<file path="src/rtl/md_pkg.sv">
package md_pkg;
  typedef enum logic [1:0] {
    MD_MUL  = 2'b00,
    MD_MULU = 2'b01,
    MD_DIV  = 2'b10,
    MD_DIVU = 2'b11
  } md_op_e;
endpackage

</file>
<file path="src/rtl/md_prep.sv">
// Operand conditioning: magnitudes and result sign flags.
module md_prep #(
  parameter int WIDTH = 32
) (
  input  md_pkg::md_op_e   op_i,
  input  logic [WIDTH-1:0] a_i,
  input  logic [WIDTH-1:0] b_i,
  output logic             is_div_o,
  output logic             is_signed_o,
  output logic [WIDTH-1:0] mag_a_o,
  output logic [WIDTH-1:0] mag_b_o,
  output logic             neg_main_o,
  output logic             neg_rem_o,
  output logic             div_zero_o
);
  logic neg_a, neg_b;

  always_comb begin
    is_div_o    = (op_i == md_pkg::MD_DIV) || (op_i == md_pkg::MD_DIVU);
    is_signed_o = (op_i == md_pkg::MD_DIV) || (op_i == md_pkg::MD_MUL);
    neg_a       = is_signed_o && a_i[WIDTH-1];
    neg_b       = is_signed_o && b_i[WIDTH-1];
    mag_a_o     = neg_a ? -a_i : a_i;
    mag_b_o     = neg_b ? -b_i : b_i;
    neg_main_o  = neg_a ^ neg_b;
    neg_rem_o   = neg_a;
    div_zero_o  = (b_i == '0);
  end
endmodule

</file>
<file path="src/rtl/md_step.sv">
// One radix-2 iteration: shift-add multiply or restoring divide.
module md_step #(
  parameter int WIDTH = 32
) (
  input  logic             is_div_i,
  input  logic [WIDTH-1:0] acc_hi_i,
  input  logic [WIDTH-1:0] acc_lo_i,
  input  logic [WIDTH-1:0] opnd_i,
  output logic [WIDTH-1:0] nxt_hi_o,
  output logic [WIDTH-1:0] nxt_lo_o
);
  logic [WIDTH:0]   sum;
  logic [WIDTH:0]   sh;
  logic [WIDTH-1:0] sub;
  logic             ge;

  always_comb begin
    sum = {1'b0, acc_hi_i} + (acc_lo_i[0] ? {1'b0, opnd_i} : '0);
    sh  = {acc_hi_i, acc_lo_i[WIDTH-1]};
    sub = sh[WIDTH-1:0] - opnd_i;   // true difference < 2^WIDTH when ge
    ge  = (sh >= {1'b0, opnd_i});
    if (is_div_i) begin
      nxt_hi_o = ge ? sub : sh[WIDTH-1:0];
      nxt_lo_o = {acc_lo_i[WIDTH-2:0], ge};
    end else begin
      nxt_hi_o = sum[WIDTH:1];
      nxt_lo_o = {sum[0], acc_lo_i[WIDTH-1:1]};
    end
  end
endmodule

</file>
<file path="src/rtl/md_fix.sv">
// Sign restoration of the raw magnitude result.
module md_fix #(
  parameter int WIDTH = 32
) (
  input  logic             is_div_i,
  input  logic             neg_main_i,
  input  logic             neg_rem_i,
  input  logic             div_zero_i,
  input  logic [WIDTH-1:0] raw_hi_i,
  input  logic [WIDTH-1:0] raw_lo_i,
  output logic [WIDTH-1:0] hi_o,
  output logic [WIDTH-1:0] lo_o
);
  localparam int W2 = 2 * WIDTH;
  logic [W2-1:0] prod;

  always_comb begin
    prod = {raw_hi_i, raw_lo_i};
    if (neg_main_i) prod = -prod;
    if (is_div_i) begin
      lo_o = (neg_main_i && !div_zero_i) ? -raw_lo_i : raw_lo_i;
      hi_o = neg_rem_i ? -raw_hi_i : raw_hi_i;
    end else begin
      hi_o = prod[W2-1:WIDTH];
      lo_o = prod[WIDTH-1:0];
    end
  end
endmodule

</file>
<file path="src/rtl/md_unit.sv">
module md_unit #(
  parameter int WIDTH = 32
) (
  input  logic             clk_i,
  input  logic             rst_ni,
  input  logic             start_i,
  input  logic [1:0]       op_i,
  input  logic [WIDTH-1:0] opa_i,
  input  logic [WIDTH-1:0] opb_i,
  output logic             busy_o,
  output logic [WIDTH-1:0] hi_o,
  output logic [WIDTH-1:0] lo_o
);
  localparam int CW = (WIDTH > 2) ? $clog2(WIDTH) : 1;
  localparam int RW = $clog2(WIDTH + 1) + 1;
  localparam int W2 = 2 * WIDTH;

  md_pkg::md_op_e op_e;
  assign op_e = md_pkg::md_op_e'(op_i);

  logic             p_is_div, p_signed, p_neg_main, p_neg_rem, p_dz;
  logic [WIDTH-1:0] p_mag_a, p_mag_b;

  md_prep #(.WIDTH(WIDTH)) u_prep (
    .op_i(op_e), .a_i(opa_i), .b_i(opb_i),
    .is_div_o(p_is_div), .is_signed_o(p_signed),
    .mag_a_o(p_mag_a), .mag_b_o(p_mag_b),
    .neg_main_o(p_neg_main), .neg_rem_o(p_neg_rem), .div_zero_o(p_dz)
  );

  logic             busy_q, is_div_q, signed_q, neg_main_q, neg_rem_q, dz_q;
  logic [CW-1:0]    cnt_q;
  logic [WIDTH-1:0] acc_hi_q, acc_lo_q, opnd_q, hi_q, lo_q;
  logic [WIDTH-1:0] src_a_q, src_b_q;
  logic [WIDTH-1:0] nxt_hi, nxt_lo, fix_hi, fix_lo;

  md_step #(.WIDTH(WIDTH)) u_step (
    .is_div_i(is_div_q), .acc_hi_i(acc_hi_q), .acc_lo_i(acc_lo_q),
    .opnd_i(opnd_q), .nxt_hi_o(nxt_hi), .nxt_lo_o(nxt_lo)
  );

  md_fix #(.WIDTH(WIDTH)) u_fix (
    .is_div_i(is_div_q), .neg_main_i(neg_main_q), .neg_rem_i(neg_rem_q),
    .div_zero_i(dz_q), .raw_hi_i(nxt_hi), .raw_lo_i(nxt_lo),
    .hi_o(fix_hi), .lo_o(fix_lo)
  );

  always_ff @(posedge clk_i or negedge rst_ni) begin
    if (!rst_ni) begin
      busy_q     <= 1'b0;
      cnt_q      <= '0;
      acc_hi_q   <= '0;
      acc_lo_q   <= '0;
      opnd_q     <= '0;
      is_div_q   <= 1'b0;
      signed_q   <= 1'b0;
      neg_main_q <= 1'b0;
      neg_rem_q  <= 1'b0;
      dz_q       <= 1'b0;
      src_a_q    <= '0;
      src_b_q    <= '0;
      hi_q       <= '0;
      lo_q       <= '0;
    end else if (!busy_q) begin
      if (start_i) begin
        busy_q     <= 1'b1;
        cnt_q      <= CW'(WIDTH - 1);
        acc_hi_q   <= '0;
        acc_lo_q   <= p_is_div ? p_mag_a : p_mag_b;
        opnd_q     <= p_is_div ? p_mag_b : p_mag_a;
        is_div_q   <= p_is_div;
        signed_q   <= p_signed;
        neg_main_q <= p_neg_main;
        neg_rem_q  <= p_neg_rem;
        dz_q       <= p_dz;
        src_a_q    <= opa_i;
        src_b_q    <= opb_i;
      end
    end else begin
      acc_hi_q <= nxt_hi;
      acc_lo_q <= nxt_lo;
      if (cnt_q == '0) begin
        busy_q <= 1'b0;
        hi_q   <= fix_hi;
        lo_q   <= fix_lo;
      end else begin
        cnt_q <= cnt_q - 1'b1;
      end
    end
  end

  assign busy_o = busy_q;
  assign hi_o   = hi_q;
  assign lo_o   = lo_q;

  // Independent busy run-length counter for the checks below.
  logic [RW-1:0] run_q;
  always_ff @(posedge clk_i or negedge rst_ni) begin
    if (!rst_ni)     run_q <= '0;
    else if (busy_o) run_q <= run_q + 1'b1;
    else             run_q <= '0;
  end

  a_r7_busy_len: assert property (@(posedge clk_i) disable iff (!rst_ni)
    $fell(busy_o) |-> run_q == RW'(WIDTH));

  a_r8_hold: assert property (@(posedge clk_i) disable iff (!rst_ni)
    busy_o |-> ($stable(hi_o) && $stable(lo_o)));

  a_r2_start_gate: assert property (@(posedge clk_i) disable iff (!rst_ni)
    $rose(busy_o) |-> ($past(start_i) && !$past(busy_o)));

  a_r6_div_zero: assert property (@(posedge clk_i) disable iff (!rst_ni)
    ($fell(busy_o) && is_div_q && dz_q) |-> (lo_o == '1));

  a_r4_divu_identity: assert property (@(posedge clk_i) disable iff (!rst_ni)
    ($fell(busy_o) && is_div_q && !signed_q && !dz_q) |->
      ((W2'(lo_o) * W2'(src_b_q) + W2'(hi_o) == W2'(src_a_q)) && (hi_o < src_b_q)));
endmodule

</file>
<file path="config.mk">
export PLATFORM = sky130hd
export DESIGN_NAME = md_unit
export DESIGN_NICKNAME = d
export VERILOG_FILES = /design/src/rtl/md_pkg.sv /design/src/rtl/md_prep.sv /design/src/rtl/md_step.sv /design/src/rtl/md_fix.sv /design/src/rtl/md_unit.sv
export SDC_FILE = /design/constraint.sdc
export NUM_CORES = 1
export LEC_CHECK = 0
export ABC_AREA = 1
export BUFFER_PORTS_ARGS = -buffer_cell sky130_fd_sc_hd__buf_2
export CAP_MARGIN = 20
export CELL_PAD_IN_SITES_DETAIL_PLACEMENT = 0
export CELL_PAD_IN_SITES_GLOBAL_PLACEMENT = 1
export CORE_MARGIN = 2
export CORE_UTILIZATION = 48
export CTS_BUF_LIST = sky130_fd_sc_hd__clkbuf_4
export DETAILED_ROUTE_END_ITERATION = 8
export GPL_TIMING_DRIVEN = 0
export PLACE_DENSITY_LB_ADDON = 0.08
export SYNTH_ARGS = -nofsm -noshare
export SYNTH_HDL_FRONTEND = slang
export SYNTH_SLANG_ARGS = --single-unit
</file>
<file path="constraint.sdc">
create_clock -name clk_i -period 6.5 [get_ports clk_i]
set_input_delay 0.65 -clock clk_i [delete_from_list [all_inputs] [get_ports clk_i]]
set_output_delay 0.65 -clock clk_i [all_outputs]
set_load 0.05 [all_outputs]
</file>
==> impl_metrics.env <==
export IMPL_cts_buffers=17
export IMPL_via_count=19860
export IMPL_wl_per_cell_um=20.51
export IMPL_cts_buffer_depth=2
export IMPL_grt_first_pass_wirelength_mm=108.2
export IMPL_post_route_util_pct=53.41
export IMPL_postCtsHoldBufs=1
export IMPL_grt_pass1_vias=19020
export IMPL_drt_initial_drc_count=1944
export IMPL_fin_skew_ps=24.21
export IMPL_areaGrowthSynthToFinish_pct=8.917
export IMPL_crit_arrival_ps=5530
export IMPL_setup_viol=0
export IMPL_io_pins=134
export IMPL_drc=0
export IMPL_crit_slowest_cell="dfrtp_1"
export IMPL_dieHeight_um=195.1
export IMPL_num_rows=69
export IMPL_postSynthAreaPerCell_sq_um=6.161
export IMPL_endpoint_kind="flop"
export IMPL_finalCriticalPeriod_ps=4974
export IMPL_ys_types=52
export IMPL_startpoint_type="flop"
export IMPL_hp_class="in -> reg"
export IMPL_port_buffer_count=133
export IMPL_cpPeakStageDelay_ps=480
export IMPL_synth_top_flop_cell="dfrtp_1"
export IMPL_ys_warn_count=0
export IMPL_postCtsSetupBuffers=0
export IMPL_clock_sinks=170
export IMPL_fmaxAchievable_ghz=0.2011
export IMPL_dp_hpwl_mm=59.35
export IMPL_grt_max_degree=95
export IMPL_reg2regPathDepth=32
export IMPL_synthTopCellsByArea="dfrtp_1 24%, nand2_1 17%, inv_1 9.4%"
export IMPL_status="completed"
export IMPL_finalWeightedCongestion=1.041
export IMPL_final_nets=3140
export IMPL_ys_top_cells_by_count="798 x nand2_1, 439 x inv_1, 257 x nor2_1"
export IMPL_synth_async_reset_ratio_pct=100.0
export IMPL_clkSlewWorstSetupHoldPaths_ps=170
export IMPL_startpoint="opnd_q[29]"
export IMPL_crit_buf_inv=3
export IMPL_synth_edff_count=0
export IMPL_slew_headroom_pct=32.88
export IMPL_rsz0062_at_grt="false"
export IMPL_fp_coreArea_sq_mm=0.03574
export IMPL_clkLatencyLatePin_ps=670
export IMPL_start_util_pct=49.04
export IMPL_yosysMostFrequentCell="nand2_1"
export IMPL_die_width_um=195.1
export IMPL_htree_levels=4
export IMPL_syn_nets=2986
export IMPL_tns_ps=0
export IMPL_cp_top_family="simple AND/OR/NAND/NOR gates"
export IMPL_slew_viol_final=0
export IMPL_synth_area_sq_mm=0.01753
export IMPL_cp_required_ps=7060
export IMPL_worstMarginPinSlew_ps=1003
export IMPL_path_depth=32
export IMPL_timing_final_hold_violations=0
export IMPL_cts_root_buf="clkbuf_4"
export IMPL_drv_cap=0
export IMPL_synth_top_area_share_pct=24.27
export IMPL_ys_seq_area_share_pct=24.27
export IMPL_yosys_area_top_type="dfrtp_1"
export IMPL_wl_mm=71.28
export IMPL_cts_resized=0
export IMPL_die_area_sq_mm=0.03806
export IMPL_regToRegEndpoint="hi_o[18]"
export IMPL_drive_gt1_share_pct=10.06
export IMPL_r2r_slack_ps=1530
export IMPL_period_share_pct=76.52
export IMPL_synth_seq_cells=170
export IMPL_reg2reg_from="opnd_q[29]"
export IMPL_crit_path_end="hi_o[18]"
export IMPL_antenna_found_initial=2
export IMPL_cts_tree="done"
export IMPL_grt_util_all_layers_pct=37.49
export IMPL_overflow=0
export IMPL_ant_nets=0
export IMPL_viasPerCell=5.714
export IMPL_crit_type="reg -> reg"
export IMPL_path_max_fanout=9
export IMPL_dr_pass1_iters=8
export IMPL_synth_cells=2845
==> final cells by class <==
| cell class | count | area (sq um) |
|---|---|---|
| Clock buffer | 17 | 127.6 |
| Fill cell | 3806 | 16650 |
| Clock inverter | 15 | 140.1 |
| Multi-Input combinational cell | 2121 | 11080 |
| Buffer | 105 | 505.5 |
| Sequential cell | 170 | 4254 |
| Inverter | 449 | 1685 |
| Antenna cell | 2 | 5.005 |
| Timing Repair Buffer | 135 | 713.2 |
| Tap cell | 461 | 576.8 |
==> placed cells by master, fill, tap and decap left out, types with 11 or more instances in the layout <==
master / n
nand4_1: 32
nand3_1: 196
nand2_1: 798
o22ai_1: 29
nand3b_1: 22
a21oi_1: 140
nor2_2: 21
inv_1: 439
nand3_2: 11
nor2_4: 13
dfrtp_1: 170
buf_2: 149
xor2_1: 73
a31oi_1: 35
ha_1: 70
o21ai_2: 12
nor2_1: 257
xnor2_1: 32
o211ai_1: 23
o21ai_1: 29
a22oi_1: 33
o221ai_1: 33
clkbuf_4: 17
o21ai_0: 147
clkbuf_1: 65
nand2_2: 21
nor3_1: 36
==> kinds of logic after synthesis <==
group           synth area share [%]
simple gates                   35.64
buf+inv                        12.50
flops                          24.27
compound gates                 17.12
xor+xnor                       5.247
fa+ha+maj                      5.226
==> routing by layer <==
metal  vias to the layer above  global-route usage, %  part of all wire, %
li1                       9538                      -                    -
met1                      9230                  45.72                   40
met2                       877                  64.47                   47
met3                       211                  4.819                  6.5
met4                         0                  20.19                  5.9
met5                         -                      0                    0
==> flip-flops by register name, summed over array words and instances (netlist names) <==
signal	cells
neg_main_q	1
is_div_q	1
hi_o	32
acc_lo_q	32
neg_rem_q	1
cnt_q	5
dz_q	1
opnd_q	32
busy_o	1
acc_hi_q	32
lo_o	32
==> through the flow <==
step	worst slack [ps]	hold WS, ps	instance area, sq um	std cells
3_3_place_gp	1738	460.2	18770	3439
5_1_grt	1114	221.6	19090	3475
6_report	1526	210.3	19090	3475
4_1_cts	1642	199.4	19080	3473
2_1_floorplan	2886	354.4	17530	2845
3_5_place_dp	1686	461.0	18810	3440
==> how the worst min path moves through the flow <==
stage,startpoint,to,cells after the start
6_report,opb_i[30],dz_q,2
5_1_grt,opb_i[30],dz_q,2
4_1_cts,opb_i[30],dz_q,2
3_5_place_dp,hi_o[28],hi_o[28],2
3_3_place_gp,hi_o[23],hi_o[23],2
2_1_floorplan,rst_ni,acc_hi_q[0],0
Power is not shown: default switching activity piles up to over one toggle a cycle in this logic, so the estimate is an artifact.
